<file path="src/rtl/memren_pkg.sv">
// Shared encodings for the memory renaming unit.
// Assumes: op and addressing-mode codes are fixed by the decoder.
package memren_pkg;
    typedef enum logic [2:0] {
        OP_OTHER = 3'd0, OP_LOAD = 3'd1, OP_STORE = 3'd2, OP_RMW = 3'd3,
        OP_PUSH  = 3'd4, OP_POP  = 3'd5, OP_CALL  = 3'd6, OP_RET = 3'd7
    } mr_op_e;

    typedef enum logic [1:0] {
        AM_BASE = 2'd0, AM_ABS = 2'd1, AM_IPREL = 2'd2, AM_RSVD = 2'd3
    } mr_am_e;

    localparam logic [1:0] SZ_32 = 2'd2;
    localparam logic [1:0] SZ_64 = 2'd3;
endpackage

</file>
<file path="src/rtl/memren_keygen.sv">
// Key generator: checks eligibility, forms the symbolic key and keeps the
// stack pointer delta. It also decodes the invalidation events.
// Assumes: at most one instruction per cycle, with the delta wrapping at DISP_W bits.
module memren_keygen
    import memren_pkg::*;
#(
    parameter int REG_W  = 4,
    parameter int DISP_W = 16,
    parameter logic [REG_W-1:0] SP_ID = 4
) (
    input  logic              clk,
    input  logic              rst_n,
    input  logic              in_valid,
    input  logic [2:0]        in_op,
    input  logic              in_mode64,
    input  logic              in_gpr,
    input  logic [1:0]        in_size,
    input  logic [1:0]        in_am,
    input  logic [REG_W-1:0]  in_base,
    input  logic              in_idx_en,
    input  logic [REG_W-1:0]  in_idx,
    input  logic [1:0]        in_scale,
    input  logic [DISP_W-1:0] in_disp,
    input  logic              in_wr_en,
    input  logic [REG_W-1:0]  in_wr_reg,
    input  logic              in_sp_copy,
    output logic              lk_req,
    output logic              al_req,
    output logic [REG_W-1:0]  k_base,
    output logic              k_idx_en,
    output logic [REG_W-1:0]  k_idx,
    output logic [1:0]        k_scale,
    output logic [DISP_W-1:0] k_off,
    output logic              inv_sp,
    output logic              inv_reg_en,
    output logic [REG_W-1:0]  inv_reg
);
    mr_op_e            op;
    logic              stk_op, size_ok, disp_ok, mem_ok;
    logic [DISP_W-1:0] step, sp_delta, mem_off;

    assign op      = mr_op_e'(in_op);
    assign stk_op  = (op == OP_PUSH) || (op == OP_POP) || (op == OP_CALL) || (op == OP_RET);
    assign size_ok = in_gpr && ((in_size == SZ_32) || (in_size == SZ_64));
    assign disp_ok = in_mode64 ? (in_disp[2:0] == 3'd0) : (in_disp[1:0] == 2'd0);
    assign mem_ok  = in_valid && size_ok && disp_ok && (mr_am_e'(in_am) == AM_BASE);
    assign step    = in_mode64 ? DISP_W'(8) : DISP_W'(4);
    assign mem_off = (in_base == SP_ID) ? in_disp + sp_delta : in_disp;

    // Form the key and the lookup and allocate requests for this instruction.
    always_comb begin
        lk_req   = 1'b0;
        al_req   = 1'b0;
        k_base   = in_base;
        k_idx_en = in_idx_en;
        k_idx    = in_idx_en ? in_idx : '0;
        k_scale  = in_idx_en ? in_scale : 2'd0;
        k_off    = mem_off;
        case (op)
            OP_LOAD:  lk_req = mem_ok;
            OP_STORE: al_req = mem_ok;
            OP_RMW: begin
                lk_req = mem_ok;
                al_req = mem_ok;
            end
            OP_PUSH, OP_POP: begin
                lk_req   = in_valid && size_ok && (op == OP_POP);
                al_req   = in_valid && size_ok && (op == OP_PUSH);
                k_base   = SP_ID;
                k_idx_en = 1'b0;
                k_idx    = '0;
                k_scale  = 2'd0;
                k_off    = (op == OP_PUSH) ? sp_delta - step : sp_delta;
            end
            default: ;
        endcase
    end

    // Track the stack pointer movement made by push, pop, call and return.
    always_ff @(posedge clk) begin
        if (!rst_n) begin
            sp_delta <= '0;
        end else if (in_valid) begin
            if (op == OP_PUSH || op == OP_CALL) sp_delta <= sp_delta - step;
            else if (op == OP_POP || op == OP_RET) sp_delta <= sp_delta + step;
        end
    end

    assign inv_sp     = in_valid && (in_sp_copy || (in_wr_en && in_wr_reg == SP_ID && !stk_op));
    assign inv_reg_en = in_valid && in_wr_en && (in_wr_reg != SP_ID);
    assign inv_reg    = in_wr_reg;
endmodule

</file>
<file path="src/rtl/memren_table.sv">
// Fully associative tracking table for symbolic store addresses.
// Lookup is combinational on the registered state. Removal is applied before
// allocation in the same cycle, and a clear overrides everything.
// Assumes: N_ENT >= 2 and at most one allocation per cycle.
module memren_table #(
    parameter int N_ENT  = 8,
    parameter int REG_W  = 4,
    parameter int DISP_W = 16,
    parameter int TAG_W  = 7,
    parameter int SEQ_W  = 6,
    parameter logic [REG_W-1:0] SP_ID = 4
) (
    input  logic              clk,
    input  logic              rst_n,
    input  logic              lk_req,
    input  logic              al_req,
    input  logic [REG_W-1:0]  k_base,
    input  logic              k_idx_en,
    input  logic [REG_W-1:0]  k_idx,
    input  logic [1:0]        k_scale,
    input  logic [DISP_W-1:0] k_off,
    input  logic [TAG_W-1:0]  wr_tag,
    input  logic [SEQ_W-1:0]  wr_seq,
    input  logic              inv_sp,
    input  logic              inv_reg_en,
    input  logic [REG_W-1:0]  inv_reg,
    input  logic              ret_valid,
    input  logic [SEQ_W-1:0]  ret_seq,
    input  logic              clr,
    output logic              lk_hit,
    output logic [TAG_W-1:0]  lk_tag,
    output logic [SEQ_W-1:0]  lk_seq
);
    localparam int IDX_W = $clog2(N_ENT);

    logic [N_ENT-1:0]  e_vld, match, drop, sp_live;
    logic [REG_W-1:0]  e_base  [N_ENT];
    logic              e_ixen  [N_ENT];
    logic [REG_W-1:0]  e_idx   [N_ENT];
    logic [1:0]        e_scale [N_ENT];
    logic [DISP_W-1:0] e_off   [N_ENT];
    logic [TAG_W-1:0]  e_tag   [N_ENT];
    logic [SEQ_W-1:0]  e_seq   [N_ENT];
    logic [IDX_W-1:0]  rr, m_idx, w_idx;
    logic              any;

    for (genvar g = 0; g < N_ENT; g++) begin : g_ent
        assign match[g] = e_vld[g] && e_base[g] == k_base && e_ixen[g] == k_idx_en
                       && e_idx[g] == k_idx && e_scale[g] == k_scale && e_off[g] == k_off;
        assign drop[g]  = (ret_valid && e_seq[g] == ret_seq)
                       || (inv_sp && e_base[g] == SP_ID)
                       || (inv_reg_en && (e_base[g] == inv_reg || (e_ixen[g] && e_idx[g] == inv_reg)));
        assign sp_live[g] = e_vld[g] && e_base[g] == SP_ID;
    end

    // Encode the matching slot (at most one is expected).
    always_comb begin
        m_idx = '0;
        for (int i = N_ENT - 1; i >= 0; i--) if (match[i]) m_idx = IDX_W'(i);
    end

    assign any    = |match;
    assign w_idx  = any ? m_idx : rr;
    assign lk_hit = lk_req && any;
    assign lk_tag = e_tag[m_idx];
    assign lk_seq = e_seq[m_idx];

    // Valid bits and round-robin pointer: clear, then removal, then allocation.
    always_ff @(posedge clk) begin
        if (!rst_n || clr) begin
            e_vld <= '0;
            rr    <= '0;
        end else begin
            e_vld <= e_vld & ~drop;
            if (al_req) begin
                e_vld[w_idx] <= 1'b1;
                if (!any) rr <= (rr == IDX_W'(N_ENT - 1)) ? '0 : rr + 1'b1;
            end
        end
    end

    // Entry payload written on allocation or overwrite.
    always_ff @(posedge clk) begin
        if (al_req) begin
            e_base[w_idx]  <= k_base;
            e_ixen[w_idx]  <= k_idx_en;
            e_idx[w_idx]   <= k_idx;
            e_scale[w_idx] <= k_scale;
            e_off[w_idx]   <= k_off;
            e_tag[w_idx]   <= wr_tag;
            e_seq[w_idx]   <= wr_seq;
        end
    end

    a_r10_single_match: assert property (@(posedge clk) disable iff (!rst_n)
        $onehot0(match));
    a_r11_clear_empty: assert property (@(posedge clk) disable iff (!rst_n)
        clr |=> (e_vld == '0));
    a_r7_sp_entries_gone: assert property (@(posedge clk) disable iff (!rst_n)
        (inv_sp && !al_req) |=> (sp_live == '0));
endmodule

</file>
<file path="src/rtl/memren_verify.sv">
// Verification checker: compares the real store and load addresses after
// execution, clears the table and raises a registered one-cycle flush on a
// wrong guess.
// Assumes: one verification request per cycle.
module memren_verify #(
    parameter int ADDR_W = 32
) (
    input  logic              clk,
    input  logic              rst_n,
    input  logic              vfy_valid,
    input  logic              vfy_fwd,
    input  logic [ADDR_W-1:0] vfy_st_addr,
    input  logic [ADDR_W-1:0] vfy_ld_addr,
    output logic              clr,
    output logic              flush
);
    logic same;
    assign same = (vfy_st_addr == vfy_ld_addr);
    assign clr  = vfy_valid && (vfy_fwd ? !same : same);

    // Register the flush request for one cycle per mispredict.
    always_ff @(posedge clk) begin
        if (!rst_n) flush <= 1'b0;
        else        flush <= clr;
    end

    a_r11_flush_has_cause: assert property (@(posedge clk) disable iff (!rst_n)
        flush |-> $past(vfy_valid));
endmodule

</file>
<file path="src/rtl/memren_unit.sv">
// Top of the speculative memory operand renaming unit: key generation,
// tracking table and address verification, with registered hit outputs.
// Assumes: one decoded instruction per cycle and the stack register named SP_ID.
module memren_unit
    import memren_pkg::*;
#(
    parameter int N_ENT  = 8,
    parameter int REG_W  = 4,
    parameter int DISP_W = 16,
    parameter int TAG_W  = 7,
    parameter int SEQ_W  = 6,
    parameter int ADDR_W = 32,
    parameter logic [REG_W-1:0] SP_ID = 4
) (
    input  logic              clk,
    input  logic              rst_n,
    input  logic              in_valid,
    input  logic [2:0]        in_op,
    input  logic              in_mode64,
    input  logic              in_gpr,
    input  logic [1:0]        in_size,
    input  logic [1:0]        in_am,
    input  logic [REG_W-1:0]  in_base,
    input  logic              in_idx_en,
    input  logic [REG_W-1:0]  in_idx,
    input  logic [1:0]        in_scale,
    input  logic [DISP_W-1:0] in_disp,
    input  logic [TAG_W-1:0]  in_tag,
    input  logic [SEQ_W-1:0]  in_seq,
    input  logic              in_wr_en,
    input  logic [REG_W-1:0]  in_wr_reg,
    input  logic              in_sp_copy,
    input  logic              ret_valid,
    input  logic [SEQ_W-1:0]  ret_seq,
    input  logic              vfy_valid,
    input  logic              vfy_fwd,
    input  logic [ADDR_W-1:0] vfy_st_addr,
    input  logic [ADDR_W-1:0] vfy_ld_addr,
    output logic              hit,
    output logic [TAG_W-1:0]  hit_tag,
    output logic [SEQ_W-1:0]  hit_seq,
    output logic              flush
);
    logic              lk_req, al_req, k_idx_en, inv_sp, inv_reg_en, clr, t_hit;
    logic [REG_W-1:0]  k_base, k_idx, inv_reg;
    logic [1:0]        k_scale;
    logic [DISP_W-1:0] k_off;
    logic [TAG_W-1:0]  t_tag;
    logic [SEQ_W-1:0]  t_seq;

    memren_keygen #(.REG_W(REG_W), .DISP_W(DISP_W), .SP_ID(SP_ID)) u_key (
        .clk, .rst_n, .in_valid, .in_op, .in_mode64, .in_gpr, .in_size, .in_am,
        .in_base, .in_idx_en, .in_idx, .in_scale, .in_disp, .in_wr_en, .in_wr_reg,
        .in_sp_copy, .lk_req, .al_req, .k_base, .k_idx_en, .k_idx, .k_scale, .k_off,
        .inv_sp, .inv_reg_en, .inv_reg);

    memren_table #(.N_ENT(N_ENT), .REG_W(REG_W), .DISP_W(DISP_W), .TAG_W(TAG_W),
                   .SEQ_W(SEQ_W), .SP_ID(SP_ID)) u_tbl (
        .clk, .rst_n, .lk_req, .al_req, .k_base, .k_idx_en, .k_idx, .k_scale, .k_off,
        .wr_tag(in_tag), .wr_seq(in_seq), .inv_sp, .inv_reg_en, .inv_reg,
        .ret_valid, .ret_seq, .clr, .lk_hit(t_hit), .lk_tag(t_tag), .lk_seq(t_seq));

    memren_verify #(.ADDR_W(ADDR_W)) u_vfy (
        .clk, .rst_n, .vfy_valid, .vfy_fwd, .vfy_st_addr, .vfy_ld_addr, .clr, .flush);

    // Register the lookup result toward the rename outputs.
    always_ff @(posedge clk) begin
        if (!rst_n) begin
            hit     <= 1'b0;
            hit_tag <= '0;
            hit_seq <= '0;
        end else begin
            hit     <= t_hit;
            hit_tag <= t_tag;
            hit_seq <= t_seq;
        end
    end

    a_r1_hit_needs_size: assert property (@(posedge clk) disable iff (!rst_n)
        hit |-> $past(in_gpr && in_size[1]));
    a_r2_hit_needs_base_mode: assert property (@(posedge clk) disable iff (!rst_n)
        hit |-> $past(in_am == AM_BASE || in_op == OP_POP));
endmodule

</file>
<file path="config.mk">
export PLATFORM = sky130hd
export DESIGN_NAME = memren_unit
export DESIGN_NICKNAME = d
export VERILOG_FILES = /design/src/rtl/memren_pkg.sv /design/src/rtl/memren_keygen.sv /design/src/rtl/memren_table.sv /design/src/rtl/memren_verify.sv /design/src/rtl/memren_unit.sv
export SDC_FILE = /design/constraint.sdc
export NUM_CORES = 1
export LEC_CHECK = 0
export BUFFER_PORTS_ARGS = -buffer_cell sky130_fd_sc_hd__buf_2
export CAP_MARGIN = 5
export CORE_MARGIN = 3
export CORE_UTILIZATION = 60
export DETAILED_ROUTE_END_ITERATION = 12
export PLACE_DENSITY = 0.79
export SETUP_SLACK_MARGIN = 0.02
export SYNTH_ARGS = -nofsm -noshare
export SYNTH_HDL_FRONTEND = slang
export SYNTH_SLANG_ARGS = --single-unit
</file>
<file path="constraint.sdc">
create_clock -name clk -period 12.46 [get_ports clk]
set_input_delay 2.492 -clock clk [delete_from_list [all_inputs] [get_ports clk]]
set_output_delay 2.492 -clock clk [all_outputs]
set_load 0.02 [all_outputs]
</file>
* Word level (Yosys, flattened, before mapping)
Memories as Yosys holds them, arrays and structs flattened. A register that Yosys moved wholly into a read port is not among the register bits.
Index checks and enable logic that the tools add are counted.
** Operators by class
- Add/sub/neg operators :: 4
- Bitwise gates (word level) :: 4
- Multiplexer cells :: 31
- Reductions and logical operators :: 133
- Equality and inequality tests :: 86
- Magnitude comparators :: 2
** Operators with widths (count)
- $eq 16x16->1 :: 8
- $eq 4x4->1 :: 32
- $logic_and 1x1->1 :: 86
- $mux 16 :: 5
- $eq 6x6->1 :: 8
- $eq 4x3->1 const B :: 10
- $add 16x16->16 :: 2
- $eq 32x32->1 :: 1
- $logic_or 1x1->1 :: 32
- $mux 3 :: 10
- $eq 2x2->1 :: 8
- $mux 4 :: 4
- $sub 16x16->16 :: 1
- $eq 3x3->1 const B :: 5
- $and 8x8->8 :: 1
- $eq 1x1->1 :: 8
- $mux 8 :: 1
- $not 8->8 :: 1
- $or 8x8->8 :: 1
- $reduce_or 8->1 :: 1
- $eq 3x2->1 const B :: 2
- $mux 1 :: 6
- $reduce_or 2->1 :: 3
- $logic_not 1->1 :: 5
- other kinds (14) :: 19
** Storage, ports and cells
- Input bits :: 131
- Memories kept :: 7
- Flip-flop bits (word level) :: 29
- Memory bits (writable) :: 320
- Word-level logic and storage cells :: 272
- Output and inout port bits :: 15
** Memory list
- u_tbl.e_off :: words 8, bits a word 16, rd ports 8, clocked after Yosys merged registers in 0, write ports 1, RTL line memren_table.sv:41 : logic [DISP_W-1:0] e_off [N_ENT];
- u_tbl.e_tag :: words 8, bits a word 7, rd ports 1, clocked after Yosys merged registers in 1, write ports 1, RTL line memren_table.sv:42 : logic [TAG_W-1:0] e_tag [N_ENT];
- u_tbl.e_seq :: words 8, bits a word 6, rd ports 9, clocked after Yosys merged registers in 1, write ports 1, RTL line memren_table.sv:43 : logic [SEQ_W-1:0] e_seq [N_ENT];
- u_tbl.e_base :: words 8, bits a word 4, rd ports 8, clocked after Yosys merged registers in 0, write ports 1, RTL line memren_table.sv:37 : logic [REG_W-1:0] e_base [N_ENT];
- u_tbl.e_idx :: words 8, bits a word 4, rd ports 8, clocked after Yosys merged registers in 0, write ports 1, RTL line memren_table.sv:39 : logic [REG_W-1:0] e_idx [N_ENT];
- u_tbl.e_scale :: words 8, bits a word 2, rd ports 8, clocked after Yosys merged registers in 0, write ports 1, RTL line memren_table.sv:40 : logic [1:0] e_scale [N_ENT];
- 1 more memories

* Longest topological paths before layout
Gate-level depths: netlist of the first run.
- Depth after elaboration :: 24
- Mapped depth :: 22
- Depth with buffers taken out :: 16

* Modules after synthesis
From an unflattened synthesis of the first run, not the netlist that was laid out.
** Second synthesis, totals
- Cell total of the unflattened synthesis :: 1551
- Area total of the unflattened synthesis :: 19042.0 sq um
** By module, submodules not included
- memren_table :: instances 1, cells an instance 1137, seq. area each 9829.4 sq um, area an instance 15768.9 sq um
- memren_keygen :: instances 1, cells an instance 335, seq. area each 280.3 sq um, area an instance 2469.9 sq um
- memren_verify :: instances 1, cells an instance 50, seq. area each 20.0 sq um, area an instance 411.6 sq um
- memren_unit :: instances 1, cells an instance 29, seq. area each 280.3 sq um, area an instance 391.6 sq um

* Worst setup path after synthesis of the first run
No wires, ideal clock.
- Kind :: input -> register
- Start point :: in in_mode64
- End point :: mem u_tbl.e_base[3][0] (enable)
- Arrival time :: 9.351 ns
- Path buffers :: 0
- Required time :: 11.973 ns
- Setup slack :: 2.622 ns
- Setup time :: 0.487 ns
- Stages on the path :: 16
- Path through :: inv_1 -> ha_1 -> fa_1 -> nor2b_1 -> xnor2_1 -> mux2i_1 -> xor2_1 -> or3_1 -> nand4b_1 -> or4b_4 -> or4_4 -> nor2b_2 -> a31oi_4 -> a21bo_2 -> o21a_1 -> nor3_1
** On the way
- Word-level cells in the longest chain between the ends :: 15
- Elaborated cells between the ends (all ways) :: 36
- Classes of those cells :: add/sub: 1; eq/ne: 8; mux: 16; reduce/logical: 11
** RTL lines
- from (decl) :: RTL line memren_unit.sv:19 : input logic in_mode64,
- $mux 4 (*) :: RTL line memren_keygen.sv:47 : assign step = in_mode64 ? DISP_W'(8) : DISP_W'(4);
- $sub 16x16->16 (*) :: RTL line memren_keygen.sv:73 : k_off = (op == OP_PUSH) ? sp_delta - step : sp_delta;
- $mux 16 (*) :: RTL line memren_keygen.sv:73
- $mux 16 (*) :: RTL line memren_keygen.sv:59 : case (op)
- named net k_off[4] :: RTL line memren_unit.sv:47 : logic [DISP_W-1:0] k_off;
- $eq 16x16->1 :: RTL line memren_table.sv:49 : && e_idx[g] == k_idx && e_scale[g] == k_scale && e_off[g] == k_off;
- $logic_and 1x1->1 :: RTL line memren_table.sv:49
- $mux 3 (8 in series) :: RTL line memren_table.sv:59 : for (int i = N_ENT - 1; i >= 0; i--) if (match[i]) m_idx = IDX_W'(i);
- $mux 3 (*) :: RTL line memren_table.sv:63 : assign w_idx = any ? m_idx : rr;
- to (decl) :: RTL line memren_table.sv:37
Mark *: on every way through the listed nets, which the timed path passes. The rest lies on a longest branch.

* Final worst setup path of the first run
- Start point :: in in_op[2]
- End point :: mem u_tbl.e_tag[6][4] (enable)
** On the way
- Word-level cells in the longest chain between the ends :: 18
- Elaborated cells between the ends (all ways) :: 106
- Classes of those cells :: eq/ne: 44; mux: 18; reduce/logical: 44
** RTL lines
- from (decl) :: RTL line memren_unit.sv:18 : input logic [2:0] in_op,
- $eq 3x3->1, on equally long branches :: RTL line memren_keygen.sv:59, memren_keygen.sv:68, memren_keygen.sv:73
- $reduce_or 2->1 :: RTL line memren_keygen.sv:59
- $mux 4 :: RTL line memren_keygen.sv:59
- $eq 4x4->1 :: RTL line memren_table.sv:48 : assign match[g] = e_vld[g] && e_base[g] == k_base && e_ixen[g] == k_idx_en
- $logic_and 1x1->1 (2 in series) :: RTL line memren_table.sv:48
- $logic_and 1x1->1 (3 in series) :: RTL line memren_table.sv:49
- $mux 3 (8 in series) :: RTL line memren_table.sv:59
- $mux 3 :: RTL line memren_table.sv:63
- to (decl) :: RTL line memren_table.sv:42
Parallel ways exist; a longest one is shown, timed or not.

==> key figures, run 1 <==
Floorplanning
  – Core area: 35050 um2
  – Initial Util: about three fifths
  – Cell Rows: 68
  – Die Y: 196.1 um
  – Die Area: 38460 um2
  – I/O Pins: 146
  – Die width: between 150 and 200 um

Synthesis
  – Ranking of synthesized cells by area: edfxtp_1, xnor2_1, xor2_1, dfxtp_1, o21ai_0
  – Synth async-reset ratio: 0%
  – Flip-flop and latch count after synthesis: 360
  – Count leader, synth: edfxtp_1
  – Synth Flop Type: edfxtp_1
  – EDFF count, synth: 320
  – Yosys cell types: about 110
  – Sequential area share after synthesis: 48.00%
  – Synth top area share: 44.31%
  – Mapped cell area: 21690 um2
  – Ys Warns: 0
  – Avg Inst Size Synth: 10.81 um2
  – Area leader, netlist: edfxtp_1
  – Post-synth top cells: edfxtp_1, xnor2_1, xor2_1
  – Syn Nets: approximately 2200
  – Cells after Synth: 2007

Clock tree
  – CTS tree: done
  – Inserted Clock Buffers: 40
  – PostCTS Resize Cnt: 0
  – Clock sinks: 360
  – Number of H-tree levels: 2
  – Clk Latency, worst-skew pair: 0.58 ns
  – Post-CTS Setup Repair Bufs: 0
  – Root Buffer: clkbuf_16
  – Clock tree buffer depth: 3
  – Clock transition at path regs: 0.07 ns
  – CTS Hold Bufs: 0

Timing
  – Slew margin rel.: 17.35%
  – TNS Setup: 0 ns
  – Slack of the critical path: 3.316 ns
  – Fmax: 109.4 MHz
  – Endpoints failing hold: 0
  – WHS: 0.5511 ns
  – Slew @ Worst Pin: 1.228 ns
  – Setup-failing EPs final: 0
  – Worst Clk Skew: 0.02046 ns
  – RSZ-0062 raised after global routing: false
  – Final Cycle Share: 73.38%
  – Final Critical Period: 9.144 ns
  – Final Slew Violations: 0

Critical path
  – Worst Path Required: 12.66 ns
  – Crit Path Max Fanout: 55
  – CP endpoint kind: flip-flop
  – Critical Path Start: in_op[2]
  – RR Startpoint: u_key.sp_delta[4]$_SDFFE_PN0P_
  – Critical path arrival: 9.34 ns
  – CP Class: input port to flip-flop
  – Startpoint Class: input port

Placed design
  – DP HPWL: 49400 um
  – Pre-CTS WS: 2.996 ns
  – Placed inst area: 22750 um2
  – Port bufs: 144
  – Final GP Congestion: 0.9707

Outcome
  – Outcome: complete, no violations

Final layout
  – Nets@finish: 2278
  – Filler Cells Inserted: 2616
  – Register area: between 10000 and 15000 um2
  – Ant diodes: 0
  – Post-route cell area: between 20000 and 25000 um2
  – Post-route core utilization: 68.73%
  – Ratio of cells with drive above 1 in the final layout: roughly 15%
  – Area Overhead vs Synth: 11.09%
  – Multi-input logic area: 10590 um2

Route
  – Antenna Nets Post-Route: 0
  – Via count: 18143
  – 1st-iter DRT viols: between 2000 and 2500
  – Avg WL per Cell: between 20 and 30 um
  – Routed wire length: just under 70000 um
  – Vias per inst: 6.949
  – DRC viols: 0
  – Detailed-router iteration count before antenna repair: 6

Run
  – Max-cap violations: 0

GRT
  – Initial antenna violation count: 0
  – GR Layer Usage met2: a little under three fifths
  – Met3 GRT Util: 6.577%
  – Overall Global Routing Usage: 34.77%
  – Busiest grt layer: met2
  – Number of global-route vias before repair: 17651
  – First-pass GRT wire length: 102900 um
  – Largest net degree at the start of global routing: 56
  – Grt total ovfl: 0
  – Met1 GRT Util: a little under half

Worst hold path
  – HP Start: u_tbl.rr[0]$_SDFFE_PP0P_
  – Worst Hold Class: flip-flop to flip-flop

Pwr
  – Int Pwr: roughly 2.2 mW
  – NetSw: 757.9 uW
  – Combinational share of power: 12.6%
  – Leak: 8.317 nW
  – PwrDens: 121.8 nW/um2
  – Clock network fraction of total power: 41.8%
  – Switching part of the total power: between 20% and 30%
  – Register share of total power: 45.5%
  – VDD IR max: 0.0001085 V
-- critical path, stage by stage --
cell      delay [ns]
buf_2           0.25
and2b_2         0.78
buf_4           0.62
nor3_1          0.11
nor4b_1         0.71
nand2_1         0.11
nor3_1          0.22
nand3_1         0.18
nor4_1          0.51
nand4_1         0.61
a21boi_1        0.41
and2_1          0.46
nor2_1          0.21
a21oi_1         0.12
nor3_2          0.87
buf_4           0.61
-- sequential cells by signal (all words and copies together) (netlist names) --
signal,count
u_tbl.e_off,128
u_tbl.e_tag,56
u_tbl.e_seq,48
u_tbl.e_base,32
u_tbl.e_idx,32
u_tbl.e_scale,16
u_key.sp_delta,14
u_tbl.e_ixen,8
u_tbl.e_vld,8
hit_tag,7
hit_seq,6
u_tbl.rr,3
hit,1
u_vfy.flush,1
-- metal layers --
metal  wire length, um  part of all wire [%]  up-vias
met2             31370                    46     1212
met4              3958                   5.8        0
li1                  -                     -     7943
met1             26090                    38     8748
met3              7219                    11      240
met5                 0                     0        -
-- kinds of logic after synthesis --
kind of cell / synth area share (%)
AOI/OAI and AO/OA: 15.13
xor gates and xnor gates: 11.35
adders and majority gates: 1.373
buffers and inverters: 3.346
DFF: 48.00
muxes: 2.556
and+or+nand+nor: 18.24
-- metrics by stage --
step / instances / power [mW]
2_1_floorplan: 2007 / 1.600
3_3_place_gp: 2538 / 1.710
3_5_place_dp: 2538 / 1.720
4_1_cts: 2611 / 2.923
5_1_grt: 2611 / 3.007
6_report: 2611 / 2.934
-- layout make-up --
class                      instances  area share, %
clock buffer                      54          4.539
tap                              455          2.363
timing repair buffer             171          3.833
clock inverter                    19          1.044
multi-input combinational       1485          43.95
inverter                          67          1.054
sequential                       360          43.21
-- final timing paths --
kind	cells after the start	end	slack (ns)
worst max-delay path	16	u_tbl.e_tag[6][4]$_DFFE_PP_	3.32
worst min-delay path	2	u_tbl.rr[0]$_SDFFE_PP0P_	0.55
worst max register to register	15	u_tbl.e_tag[6][4]$_DFFE_PP_	5.00
worst min register to register	2	u_tbl.rr[0]$_SDFFE_PP0P_	0.55
-- power by group through the flow --
stage | registers, mW | logic (mW) | clock network [mW]
after floorplan | 1.36 | 0.243 | 0
after global placement | 1.36 | 0.349 | 0
after detailed placement | 1.36 | 0.359 | 0
after CTS | 1.34 | 0.362 | 1.23
after global routing | 1.34 | 0.397 | 1.27
final | 1.34 | 0.371 | 1.23
-- layout by cell type (no fill, tap or decap), types with 15 or more instances in the layout --
master / instances
nor2_1: 97
dfxtp_1: 40
and3_1: 22
and2_1: 19
a21oi_1: 74
nand4_1: 63
edfxtp_1: 320
o211ai_1: 27
a31oi_1: 35
clkbuf_16: 40
o21a_1: 15
nor3_1: 77
mux2i_1: 25
nand2_1: 90
buf_4: 27
nor4b_1: 25
a21o_1: 20
or3_1: 29
xor2_1: 124
nand3_1: 57
xnor2_1: 157
a211oi_1: 19
o21ai_0: 86
nor4_1: 48
ha_1: 19
buf_2: 144
nand2b_1: 20
nand4b_1: 15
inv_1: 61
a21boi_0: 16
nor2b_1: 39
mux2_2: 27
o2111ai_1: 15
(Power assumes the default switching activity.)
==> run 2, diff against run 1 <==
clock period = 9.2 ns   (was 12.46 ns; I/O delays follow)
==> run 2 against run 1 <==
Clock skew is 0.0063 ns higher. Final cell count up 0.27%. Count of clock-buffer cells in the layout fell by 1. First-iteration DRC count is 1.1% higher. Register-to-register slack got worse by 3.1 ns. Power increased by 31%. Core utilization grew 0.089 points. Global-route usage up 0.10 points. Combinational power up 37%. Die area did not move. Largest cell class unchanged. Largest power group unchanged. Highest routed layer unchanged.
==> key figures, run 2 (synthesized netlist as in run 1, its figures left out) <==
Critical path
  – Slowest CP cell: o21ai_1 (was nor3_2)
  – Cells on worst reg2reg path: 15 (unchanged)
  – CP endpoint kind: flip-flop (unchanged)
  – Worst path max stage delay: 0.91 ns (was 0.87 ns)
  – R2r endpoint: u_tbl.e_base[2][0]$_DFFE_PP_ (was u_tbl.e_tag[6][4]$_DFFE_PP_)
  – RR Startpoint: u_key.sp_delta[4]$_SDFFE_PN0P_ (unchanged)
  – Critical path arrival: 8.44 ns (was 9.34 ns)
  – Startpoint Class: input port (unchanged)
  – Crit Path Max Fanout: 27 (was 55)
  – Worst Path Required: 9.43 ns (was 12.66 ns)
  – Worst R2R Setup Slack: 1.87 ns (was 5.00 ns)
  – Critical path cell sequence: buf_2 -> inv_1 -> ha_1 -> fa_1 -> nor2b_1 -> nor3_1 -> or3_1 -> xor2_1 -> nor4_1 -> nand4_1 -> a2111oi_0 -> and4_1 -> a211oi_2 -> o21ai_1 -> nand2_4 -> or3b_1 -> inv_2 -> buf_12 (was buf_2 -> and2b_2 -> buf_4 -> nor3_1 -> nor4b_1 -> nand2_1 -> nor3_1 -> nand3_1 -> nor4_1 -> nand4_1 -> a21boi_1 -> and2_1 -> nor2_1 -> a21oi_1 -> nor3_2 -> buf_4)
  – CP Class: input port to flip-flop (unchanged)

Route
  – Antenna Nets Post-Route: 0 (unchanged)
  – Detailed-router iteration count before antenna repair: 6 (unchanged)
  – Avg WL per Cell: 26.27 um (was 26.29 um)
  – Vias per inst: 7.010 (was 6.949)
  – 1st-iter DRT viols: 2462 (was 2435)
  – DRC viols: 0 (unchanged)
  – Routed wire length: 68770 um (was 68650 um)
  – Via count: 18351 (was 18143)

Timing
  – Final Slew Violations: 0 (unchanged)
  – Slew @ Worst Pin: 1.216 ns (was 1.228 ns)
  – RSZ-0062 raised after global routing: false (unchanged)
  – Setup-failing EPs final: 0 (unchanged)
  – Final Cycle Share: roughly 89%
  – Endpoints failing hold: 0 (unchanged)
  – TNS Setup: 0 ns (unchanged)
  – Fmax: between 100 and 150 MHz
  – Slew margin rel.: 18.17% (was 17.35%)
  – WHS: 0.5477 ns (was 0.5511 ns)
  – Final Critical Period: 8.209 ns
  – Worst Clk Skew: 0.02677 ns (was 0.02046 ns)

Clock tree
  – Root Buffer: clkbuf_16 (unchanged)
  – Clock sinks: 360 (unchanged)
  – Inserted Clock Buffers: 38 (was 40)
  – Clock tree buffer depth: 3 (unchanged)
  – CTS tree: done (unchanged)
  – CTS Hold Bufs: 0 (unchanged)
  – Clock transition at path regs: 0.06 ns (was 0.07 ns)
  – Post-CTS Setup Repair Bufs: 0 (unchanged)
  – Number of H-tree levels: 2 (unchanged)
  – Clk Latency, worst-skew pair: 0.56 ns (was 0.58 ns)
  – PostCTS Resize Cnt: 0 (unchanged)

Final layout
  – Max reg flops: 128 (unchanged)
  – Most frequent standard cell in the layout excluding fill and tap cells: edfxtp_1 (unchanged)
  – Most frequent cells in the layout: edfxtp_1, xnor2_1, buf_2, xor2_1, nor2_1 (unchanged)
  – Ratio of cells with drive above 1 in the final layout: 14.89% (was 14.61%)
  – Area Overhead vs Synth: 11.23% (was 11.09%)
  – Nets@finish: 2286 (was 2278)
  – Filler Cells Inserted: 2564 (was 2616)
  – Most flop-heavy register: u_tbl.e_off (unchanged)
  – Final Non-Filler Cells: 2618 (was 2611)
  – Biggest regs: u_tbl.e_off x128, u_tbl.e_tag x56, u_tbl.e_seq x48 (unchanged)

Pwr
  – Int Pwr: 2.848 mW (was 2.176 mW)
  – Clock network fraction of total power: 39.7% (was 41.8%)
  – NetSw: 993.4 uW (was 757.9 uW)
  – VDD IR max: 0.0001720 V (was 0.0001085 V)
  – PwrDens: 159.3 nW/um2 (was 121.8 nW/um2)
  – Register share of total power: 47.1% (was 45.5%)
  – Switching part of the total power: 25.86% (was 25.83%)
  – Leak: 8.347 nW (was 8.317 nW)
  – Combinational share of power: 13.2% (was 12.6%)

Floorplanning
  – Initial Util: 61.86% (unchanged)
  – Die width: 196.1 um (unchanged)
  – I/O Pins: 146 (unchanged)
  – Cell Rows: 68 (unchanged)
  – Die Y: 196.1 um (unchanged)
  – Core area: 35050 um2 (unchanged)
  – Die Area: 38460 um2 (unchanged)

Placed design
  – Final GP Congestion: 1.012 (was 0.9707)
  – Dpl cells: 2548 (was 2538)
  – Port bufs: 144 (unchanged)
  – DP HPWL: 49310 um (was 49400 um)

GRT
  – Overall Global Routing Usage: 34.87% (was 34.77%)
  – First-pass GRT wire length: 103100 um (was 102900 um)
  – Number of global-route vias before repair: 17888 (was 17651)
  – Largest net degree at the start of global routing: 57 (was 56)
  – Grt total ovfl: 0 (unchanged)
  – Initial antenna violation count: 0 (unchanged)

Worst hold path
  – Worst hold path cell count: 2 (unchanged)
  – Hold Path Sink: u_tbl.rr[0]$_SDFFE_PP0P_ (unchanged)
  – Worst Hold Class: flip-flop to flip-flop (unchanged)
  – HP Start: u_tbl.rr[0]$_SDFFE_PP0P_ (unchanged)

Run
  – Max-cap violations: 0 (unchanged)

Outcome
  – Outcome: complete, no violations (unchanged)
[run 2: cell count changes in the layout (fill, tap and decap cells not counted), sizes merged]
| cell | before | now |
|---|---|---|
| buf | 171 | 181 |
| bufinv | 5 | 3 |
| clkbuf | 54 | 53 |
| diode | 0 | 1 |
| inv | 68 | 67 |
[run 2: through the flow]
stage | instance area, um2 | setup slack, ns | util [%] | power, mW
6_report | 24120 | 0.9906 | 68.81 | 3.841
2_1_floorplan | 21690 | 0.03357 | - | 2.167
3_3_place_gp | 22900 | 0.8876 | 65.33 | 2.318
4_1_cts | 24120 | 1.068 | 68.81 | 3.830
5_1_grt | 24120 | 0.6480 | 68.81 | 3.942
3_5_place_dp | 22900 | 0.5334 | 65.33 | 2.332
[run 2: worst max-delay path by stage]
| stage | startpoint | to | slack [ns] |
|---|---|---|---|
| detailed placement | in_mode64 | u_tbl.e_base[4][3]$_DFFE_PP_ | 0.53 |
| global placement | in_mode64 | u_tbl.e_off[4][14]$_DFFE_PP_ | 0.89 |
| global route | in_mode64 | u_tbl.e_off[2][6]$_DFFE_PP_ | 0.65 |
| CTS | in_mode64 | u_tbl.e_off[4][13]$_DFFE_PP_ | 1.07 |
| floorplan | in_mode64 | u_tbl.e_base[7][0]$_DFFE_PP_ | 0.03 |
| finish | in_mode64 | u_tbl.e_off[4][13]$_DFFE_PP_ | 0.99 |
[run 2: cell type report]
| class | instances | area, um2 | share of cell area (%) |
|---|---|---|---|
| timing repair buffer | 181 | 1074 | 4.450 |
| clock inverter | 16 | 180.2 | 0.7469 |
| multi-input combinational | 1485 | 10600 | 43.92 |
| antenna | 1 | 2.502 | 0.01037 |
| tap | 455 | 569.3 | 2.360 |
| clock buffer | 53 | 1037 | 4.300 |
| inverter | 67 | 254.0 | 1.053 |
| sequential | 360 | 10410 | 43.16 |
[run 2: power by group through the flow]
stage | Clock (mW) | Sequential, mW | Combinational [mW]
after floorplan | 0 | 1.84 | 0.329
after global placement | 0 | 1.84 | 0.475
after detailed placement | 0 | 1.84 | 0.488
after CTS | 1.53 | 1.81 | 0.493
after global routing | 1.59 | 1.81 | 0.542
final | 1.52 | 1.81 | 0.507
[run 2: layer usage]
| layer | GRT usage [%] | up-vias | wire length [um] |
|---|---|---|---|
| met4 | 18.33 | 0 | 4065 |
| li1 | - | 7955 | - |
| met3 | 7.779 | 255 | 8092 |
| met5 | 0 | - | 0 |
| met1 | 45.17 | 8823 | 25420 |
| met2 | 55.16 | 1318 | 31190 |
[run 2: worst max-delay path, delay by kind of cell]
kind,cells,cell delay [ns]
AO/OA/AOI/OAI,3,1.85
adder cells (fa/ha/maj),2,0.73
buffers and inverters,4,0.88
AND/OR/NAND/NOR,8,2.87
XOR/XNOR,1,0.26
